### src/rtl/cop_pkg.sv
package cop_pkg;
    parameter int unsigned XLEN     = 32;
    parameter int unsigned CODE_W   = 5;
    parameter int unsigned IDX_W    = 5;
    parameter int unsigned N_HW_IRQ = 6;
    parameter int unsigned N_SW_IRQ = 2;
    parameter int unsigned CE_W     = 2;
    localparam int unsigned N_IRQ   = N_HW_IRQ + N_SW_IRQ;

    localparam int unsigned PAIR_W  = 2;
    localparam int unsigned STACK_W = 3 * PAIR_W;
    localparam int unsigned ST_IEC  = 0;
    localparam int unsigned ST_KUC  = 1;
    localparam int unsigned ST_IM_LO   = 8;
    localparam int unsigned CA_IP_LO   = 8;
    localparam int unsigned CA_CODE_LO = 2;
    localparam int unsigned CA_CE_LO   = 28;
    localparam int unsigned CA_BD      = 31;

    localparam logic [XLEN-1:0] STATUS_WMASK = 32'hFE00_FF3F;
    localparam logic [XLEN-1:0] PC_STEP      = 4;

    localparam logic [IDX_W-1:0] IDX_FADDR  = 5'd8;
    localparam logic [IDX_W-1:0] IDX_STATE  = 5'd12;
    localparam logic [IDX_W-1:0] IDX_REASON = 5'd13;
    localparam logic [IDX_W-1:0] IDX_RESUME = 5'd14;

    localparam logic [CODE_W-1:0] CODE_INT  = 5'd0;
    localparam logic [CODE_W-1:0] CODE_ADL  = 5'd4;
    localparam logic [CODE_W-1:0] CODE_ADS  = 5'd5;
    localparam logic [CODE_W-1:0] CODE_COPU = 5'd11;

    typedef struct packed {
        logic [XLEN-1:0] state;
        logic [XLEN-1:0] reason;
        logic [XLEN-1:0] resume;
        logic [XLEN-1:0] faddr;
    } cop_regs_t;
endpackage

### src/rtl/cop_addr_guard.sv
module cop_addr_guard
    import cop_pkg::*;
(
    input  logic              clk,
    input  logic              rst_n,
    input  logic              acc_valid,
    input  logic              acc_store,
    input  logic [XLEN-1:0]   acc_addr,
    input  logic              user_mode,
    output logic              fault,
    output logic [CODE_W-1:0] fault_code
);
    localparam int unsigned PRIV_BIT = XLEN - 1;

    always_comb begin
        fault      = acc_valid && user_mode && acc_addr[PRIV_BIT];
        fault_code = acc_store ? CODE_ADS : CODE_ADL;
    end

    // kernel-mode accesses never fault
    assert_kernel_free_R8: assert property (@(posedge clk) disable iff (!rst_n)
        !user_mode |-> !fault);
endmodule

### src/rtl/cop_event_arb.sv
module cop_event_arb
    import cop_pkg::*;
(
    input  logic              clk,
    input  logic              rst_n,
    input  logic              guard_fault,
    input  logic [CODE_W-1:0] guard_code,
    input  logic              exc_req,
    input  logic [CODE_W-1:0] exc_code,
    input  logic [CE_W-1:0]   exc_cop,
    input  logic [N_IRQ-1:0]  ip,
    input  logic [N_IRQ-1:0]  im,
    input  logic              ie_cur,
    output logic              take,
    output logic [CODE_W-1:0] code,
    output logic [CE_W-1:0]   ce,
    output logic              from_guard,
    output logic              irq_take
);
    logic [N_IRQ-1:0] qual;

    for (genvar i = 0; i < N_IRQ; i++) begin : g_qual
        assign qual[i] = ip[i] & im[i];
    end

    always_comb begin
        from_guard = guard_fault;
        irq_take   = !guard_fault && !exc_req && ie_cur && (|qual);
        take       = guard_fault || exc_req || irq_take;
        if (guard_fault)  code = guard_code;
        else if (exc_req) code = exc_code;
        else              code = CODE_INT;
        ce = (!guard_fault && exc_req && exc_code == CODE_COPU) ? exc_cop : '0;
    end

    // an address fault always wins and carries its own code
    assert_guard_first_R7: assert property (@(posedge clk) disable iff (!rst_n)
        guard_fault |-> (take && from_guard && code == guard_code));
    // interrupts only with the global enable set, reported as code 0
    assert_irq_gate_R6: assert property (@(posedge clk) disable iff (!rst_n)
        irq_take |-> (ie_cur && take && code == CODE_INT));
endmodule

### src/rtl/cop_state.sv
module cop_state
    import cop_pkg::*;
(
    input  logic                clk,
    input  logic                rst_n,
    input  logic                take,
    input  logic [CODE_W-1:0]   code,
    input  logic [CE_W-1:0]     ce,
    input  logic                from_guard,
    input  logic [XLEN-1:0]     acc_addr,
    input  logic [XLEN-1:0]     cur_pc,
    input  logic                cur_bd,
    input  logic [N_HW_IRQ-1:0] hw_irq,
    input  logic                rfe,
    input  logic                mt_en,
    input  logic [IDX_W-1:0]    mt_idx,
    input  logic [XLEN-1:0]     mt_data,
    output cop_regs_t           regs_q
);
    cop_regs_t regs_d;
    logic      user_q;

    assign user_q = regs_q.state[ST_KUC];

    always_comb begin
        regs_d = regs_q;
        regs_d.reason[CA_IP_LO+N_SW_IRQ +: N_HW_IRQ] = hw_irq;
        if (take) begin
            regs_d.state[STACK_W-1:0] = {regs_q.state[STACK_W-PAIR_W-1:0], {PAIR_W{1'b0}}};
            regs_d.resume             = cur_bd ? (cur_pc - PC_STEP) : cur_pc;
            regs_d.reason[CA_BD]      = cur_bd;
            regs_d.reason[CA_CE_LO +: CE_W]     = ce;
            regs_d.reason[CA_CODE_LO +: CODE_W] = code;
            if (from_guard) regs_d.faddr = acc_addr;
        end else if (rfe) begin
            regs_d.state[STACK_W-PAIR_W-1:0] = regs_q.state[STACK_W-1:PAIR_W];
        end else if (mt_en && !user_q) begin
            case (mt_idx)
                IDX_STATE:  regs_d.state = mt_data & STATUS_WMASK;
                IDX_REASON: regs_d.reason[CA_IP_LO +: N_SW_IRQ] = mt_data[CA_IP_LO +: N_SW_IRQ];
                IDX_RESUME: regs_d.resume = mt_data;
                default:    ;
            endcase
        end
    end

    always_ff @(posedge clk) begin
        if (!rst_n) regs_q <= '0;
        else        regs_q <= regs_d;
    end

    // entry pushes the stack and lands in kernel mode with interrupts off
    assert_entry_push_R4: assert property (@(posedge clk) disable iff (!rst_n)
        take |=> (regs_q.state[STACK_W-1:PAIR_W] == $past(regs_q.state[STACK_W-PAIR_W-1:0])
                  && regs_q.state[PAIR_W-1:0] == '0));
    // a lone return pops the stack and keeps the oldest pair
    assert_rfe_pop_R5: assert property (@(posedge clk) disable iff (!rst_n)
        (rfe && !take) |=> (regs_q.state[STACK_W-PAIR_W-1:0] == $past(regs_q.state[STACK_W-1:PAIR_W])
                            && $stable(regs_q.state[STACK_W-1:STACK_W-PAIR_W])));
    // faulting address moves only on a taken address fault
    assert_faddr_hold_R9: assert property (@(posedge clk) disable iff (!rst_n)
        !(take && from_guard) |=> $stable(regs_q.faddr));
    // user-mode writes leave state and resume registers alone
    assert_user_write_ignored_R10: assert property (@(posedge clk) disable iff (!rst_n)
        (mt_en && user_q && !take && !rfe) |=> ($stable(regs_q.state) && $stable(regs_q.resume)));
endmodule

### src/rtl/sysctl_cop.sv
module sysctl_cop
    import cop_pkg::*;
#(
    parameter logic [XLEN-1:0] HANDLER_VEC = 32'h8000_0080
) (
    input  logic                clk,
    input  logic                rst_n,
    input  logic [XLEN-1:0]     cur_pc,
    input  logic                cur_bd,
    input  logic                exc_req,
    input  logic [CODE_W-1:0]   exc_code,
    input  logic [CE_W-1:0]     exc_cop,
    input  logic                acc_valid,
    input  logic                acc_store,
    input  logic [XLEN-1:0]     acc_addr,
    input  logic [N_HW_IRQ-1:0] hw_irq,
    input  logic                rfe,
    input  logic                mt_en,
    input  logic [IDX_W-1:0]    mt_idx,
    input  logic [XLEN-1:0]     mt_data,
    input  logic [IDX_W-1:0]    mf_idx,
    output logic [XLEN-1:0]     mf_data,
    output logic                trap_take,
    output logic [XLEN-1:0]     trap_vector,
    output logic                user_mode
);
    cop_regs_t         regs_q;
    logic              g_fault;
    logic [CODE_W-1:0] g_code;
    logic              a_take;
    logic [CODE_W-1:0] a_code;
    logic [CE_W-1:0]   a_ce;
    logic              a_from_guard;
    logic              a_irq;

    assign user_mode   = regs_q.state[ST_KUC];
    assign trap_take   = a_take;
    assign trap_vector = HANDLER_VEC;

    cop_addr_guard u_guard (
        .clk        (clk),
        .rst_n      (rst_n),
        .acc_valid  (acc_valid),
        .acc_store  (acc_store),
        .acc_addr   (acc_addr),
        .user_mode  (user_mode),
        .fault      (g_fault),
        .fault_code (g_code)
    );

    cop_event_arb u_arb (
        .clk         (clk),
        .rst_n       (rst_n),
        .guard_fault (g_fault),
        .guard_code  (g_code),
        .exc_req     (exc_req),
        .exc_code    (exc_code),
        .exc_cop     (exc_cop),
        .ip          (regs_q.reason[CA_IP_LO +: N_IRQ]),
        .im          (regs_q.state[ST_IM_LO +: N_IRQ]),
        .ie_cur      (regs_q.state[ST_IEC]),
        .take        (a_take),
        .code        (a_code),
        .ce          (a_ce),
        .from_guard  (a_from_guard),
        .irq_take    (a_irq)
    );

    cop_state u_state (
        .clk        (clk),
        .rst_n      (rst_n),
        .take       (a_take),
        .code       (a_code),
        .ce         (a_ce),
        .from_guard (a_from_guard),
        .acc_addr   (acc_addr),
        .cur_pc     (cur_pc),
        .cur_bd     (cur_bd),
        .hw_irq     (hw_irq),
        .rfe        (rfe),
        .mt_en      (mt_en),
        .mt_idx     (mt_idx),
        .mt_data    (mt_data),
        .regs_q     (regs_q)
    );

    always_comb begin
        mf_data = '0;
        if (!user_mode) begin
            case (mf_idx)
                IDX_FADDR:  mf_data = regs_q.faddr;
                IDX_STATE:  mf_data = regs_q.state;
                IDX_REASON: mf_data = regs_q.reason;
                IDX_RESUME: mf_data = regs_q.resume;
                default:    mf_data = '0;
            endcase
        end
    end

    // an event leaves the machine in kernel mode on the next cycle
    assert_entry_kernel_R1: assert property (@(posedge clk) disable iff (!rst_n)
        trap_take |=> !user_mode);
endmodule

### config.mk
export PLATFORM = sky130hd
export DESIGN_NAME = sysctl_cop
export DESIGN_NICKNAME = d
export VERILOG_FILES = /design/src/rtl/cop_pkg.sv /design/src/rtl/cop_addr_guard.sv /design/src/rtl/cop_event_arb.sv /design/src/rtl/cop_state.sv /design/src/rtl/sysctl_cop.sv
export SDC_FILE = /design/constraint.sdc
export NUM_CORES = 1
export LEC_CHECK = 0
export ABC_AREA = 1
export BUFFER_PORTS_ARGS = -buffer_cell sky130_fd_sc_hd__buf_2
export CORE_MARGIN = 1.5
export CORE_UTILIZATION = 50
export DETAILED_ROUTE_END_ITERATION = 8
export PLACE_DENSITY_LB_ADDON = 0.12
export SLEW_MARGIN = 20
export SYNTH_ARGS = -nofsm -noshare
export SYNTH_HDL_FRONTEND = slang
export SYNTH_HIERARCHICAL = 1
export SYNTH_SLANG_ARGS = --single-unit
### constraint.sdc
create_clock -name clk -period 2.2 [get_ports clk]
set_clock_uncertainty 0.1 [all_clocks]
set_input_delay 0.11 -clock clk [delete_from_list [all_inputs] [get_ports clk]]
set_output_delay 0.11 -clock clk [all_outputs]
set_load 0.01 [all_outputs]
==> impl_metrics.ini <==
[outcome]
status = completed

[synth]
postSynthCellCount = 1093
synthesis.area_mm2 = 0.00690
avgSynthCellArea_um2 = 6.31
yosysWarnings = 6

[sta]
setup_viol = 0
fin_crit_sh_pct = 96.2
rsz0062_at_grt = true
fmax_mhz = 472
final_max_slew_viol_count = 0
max_slew.worst_pin.slew_ns = 0.816
finalHoldViolations = 0
whs_ns = 0.0151
finalSetupTns_ns = 0
finalCriticalPeriod_ns = 2.12
timing.slew.headroom_pct = 45.6

[min_path]
min_path_type = in2reg
hold_depth = 3

[setup_path]
crit_slowest_cell = dlygate4sd3_1
cp_common_cell = buf_4
reg2regPathDepth = 10
path_max_fanout = 32
cp_slowest_stage_delay_ns = 0.52
critPathLaunchType = primary input
crit_chain = dlygate4sd3_1, buf_2, inv_1, nor2_2, buf_4, nor2_1, nand2_1, buf_4, nand2_1, buf_4, o21ai_0, nor2_1
cp.required_ns = 2.34
critPathArrivalTime_ns = 2.26
crit_type = in2reg
cp-end-kind = flip-flop

[floorplanning]
initial_core_util_pct = 51.7
dieArea_mm2 = 0.0145
coreArea_mm2 = 0.0133
die_h_um = 120
die_w_um = 120
row_count = 42
io_pins = 193

[power]
p_per_area_mw_per_mm2 = 520
ir_drop_v = 0.000388
cellLeakagePower_nw = 4.22

[clock_tree]
clkLatencyLatePin_ns = 0.36
cts.sinks = 101
path_clk_slew_ns = 0.07
cts_root_buf = clkbuf_16
cts_made_buffers = 9
postCtsSetupBuffers = 0
clock_path_buffers = 2
tritoncts = yes
cts_max_level = 3

[global_routing]
antenna_found_initial = 0
grt_pass1_vias = 6684
grt_overflow = 0
grt_max_degree = 64
track_usage_pct = 30.0
grt_pass1_wl_um = 34600

[routing]
dr.pass1.iters = 6
wl_um = 21600
num_vias = 7523
drtIter0Drc = 767
via_per_inst = 5.13
ant_nets = 0
drc_errors = 0
routedWlPerCell_um = 14.8

[layout]
drive_gt1_share_pct = 19.5
largest_register = u_state/regs_q
finalInstanceArea_mm2 = 0.00854
reg_top3 = u_state/regs_q (101)
antenna_cells = 0
final_nets = 1413
largest_reg_flops = 101
area_growth_pct = 23.8
instances_no_fill = 1466

[run]
max-cap-violations = 0

[placed_design]
dpl_cell_area_mm2 = 0.00753
dp_cells = 1383
place_hpwl_um = 15900
place.gp.congestion = 0.915
numPortBuffers = 160
-- placed cells by master (no fill, tap or decap), types with 6 or more instances in the layout --
| cell type | instances |
|---|---|
| o221ai_1 | 8 |
| nand2_1 | 272 |
| a21oi_1 | 37 |
| o21ai_0 | 69 |
| nor2_2 | 11 |
| nand2_2 | 7 |
| buf_4 | 17 |
| buf_2 | 160 |
| nand4_1 | 73 |
| a22oi_1 | 6 |
| dlygate4sd3_1 | 67 |
| clkbuf_16 | 9 |
| conb_1 | 63 |
| nand3_1 | 23 |
| nor2_4 | 8 |
| nor2_1 | 222 |
| inv_1 | 61 |
| xor2_1 | 9 |
| o21ai_1 | 6 |
| a31oi_1 | 10 |
| dfxtp_1 | 101 |
-- per-stage QoR --
step                      power (mW)  setup slack (ns)  utilization (%)
after CTS                       4.43            0.0413             63.9
after global placement          2.60             0.163             56.4
after floorplan                 2.41             0.143                -
final                           4.44            0.0827             64.0
after detailed placement        2.60             0.127             56.4
after global routing            4.62            -0.104             64.0
-- power by group --
group	switching, mW	internal [mW]
registers	0.0440	1.89
clock network	0.735	1.04
logic	0.430	0.301
total	1.21	3.23
-- area by class of cell --
class	count	area, um^2
fill	1285	4810
clock buffer	10	239
tap	176	220
sequential	101	2020
multi-input combinational	853	3990
inverter	71	278
clock inverter	6	93.8
timing repair buffer	249	1700
-- what timing repair did --
action | in CTS | in global routing
hold buffers | 67 | 0
endpoints found under the setup margin | 0 | 61
hold endpoints to repair | 71 | 0
resized for setup | 0 | 6
-- path summary, 6_finish.rpt --
| check | start | end | slack (ns) |
|---|---|---|---|
| worst max-delay path | acc_addr[31] | u_state/regs_q[12] | 0.08 |
| worst min-delay path | mt_data[21] | u_state/regs_q[53] | 0.02 |
| worst max register to register | u_state/regs_q[97] | u_state/regs_q[12] | 0.12 |
| worst min register to register | u_state/regs_q[56] | u_state/regs_q[56] | 0.37 |
-- worst max-delay path, delay by kind of cell --
family | cells | cell delay (ns)
buffers and inverters | 6 | 1.38
AOI/OAI and AO/OA | 1 | 0.22
and+or+nand+nor | 5 | 0.52
-- per-layer routing --
layer / global-route usage, % / wire length [um] / vias up
met5: 0 / 0 / -
met4: 8.09 / 452 / 0
met3: 5.28 / 1610 / 32
met2: 46.9 / 9800 / 316
met1: 42.7 / 9780 / 3385
li1: - / - / 3790
Power figures use the tool's default switching activity.
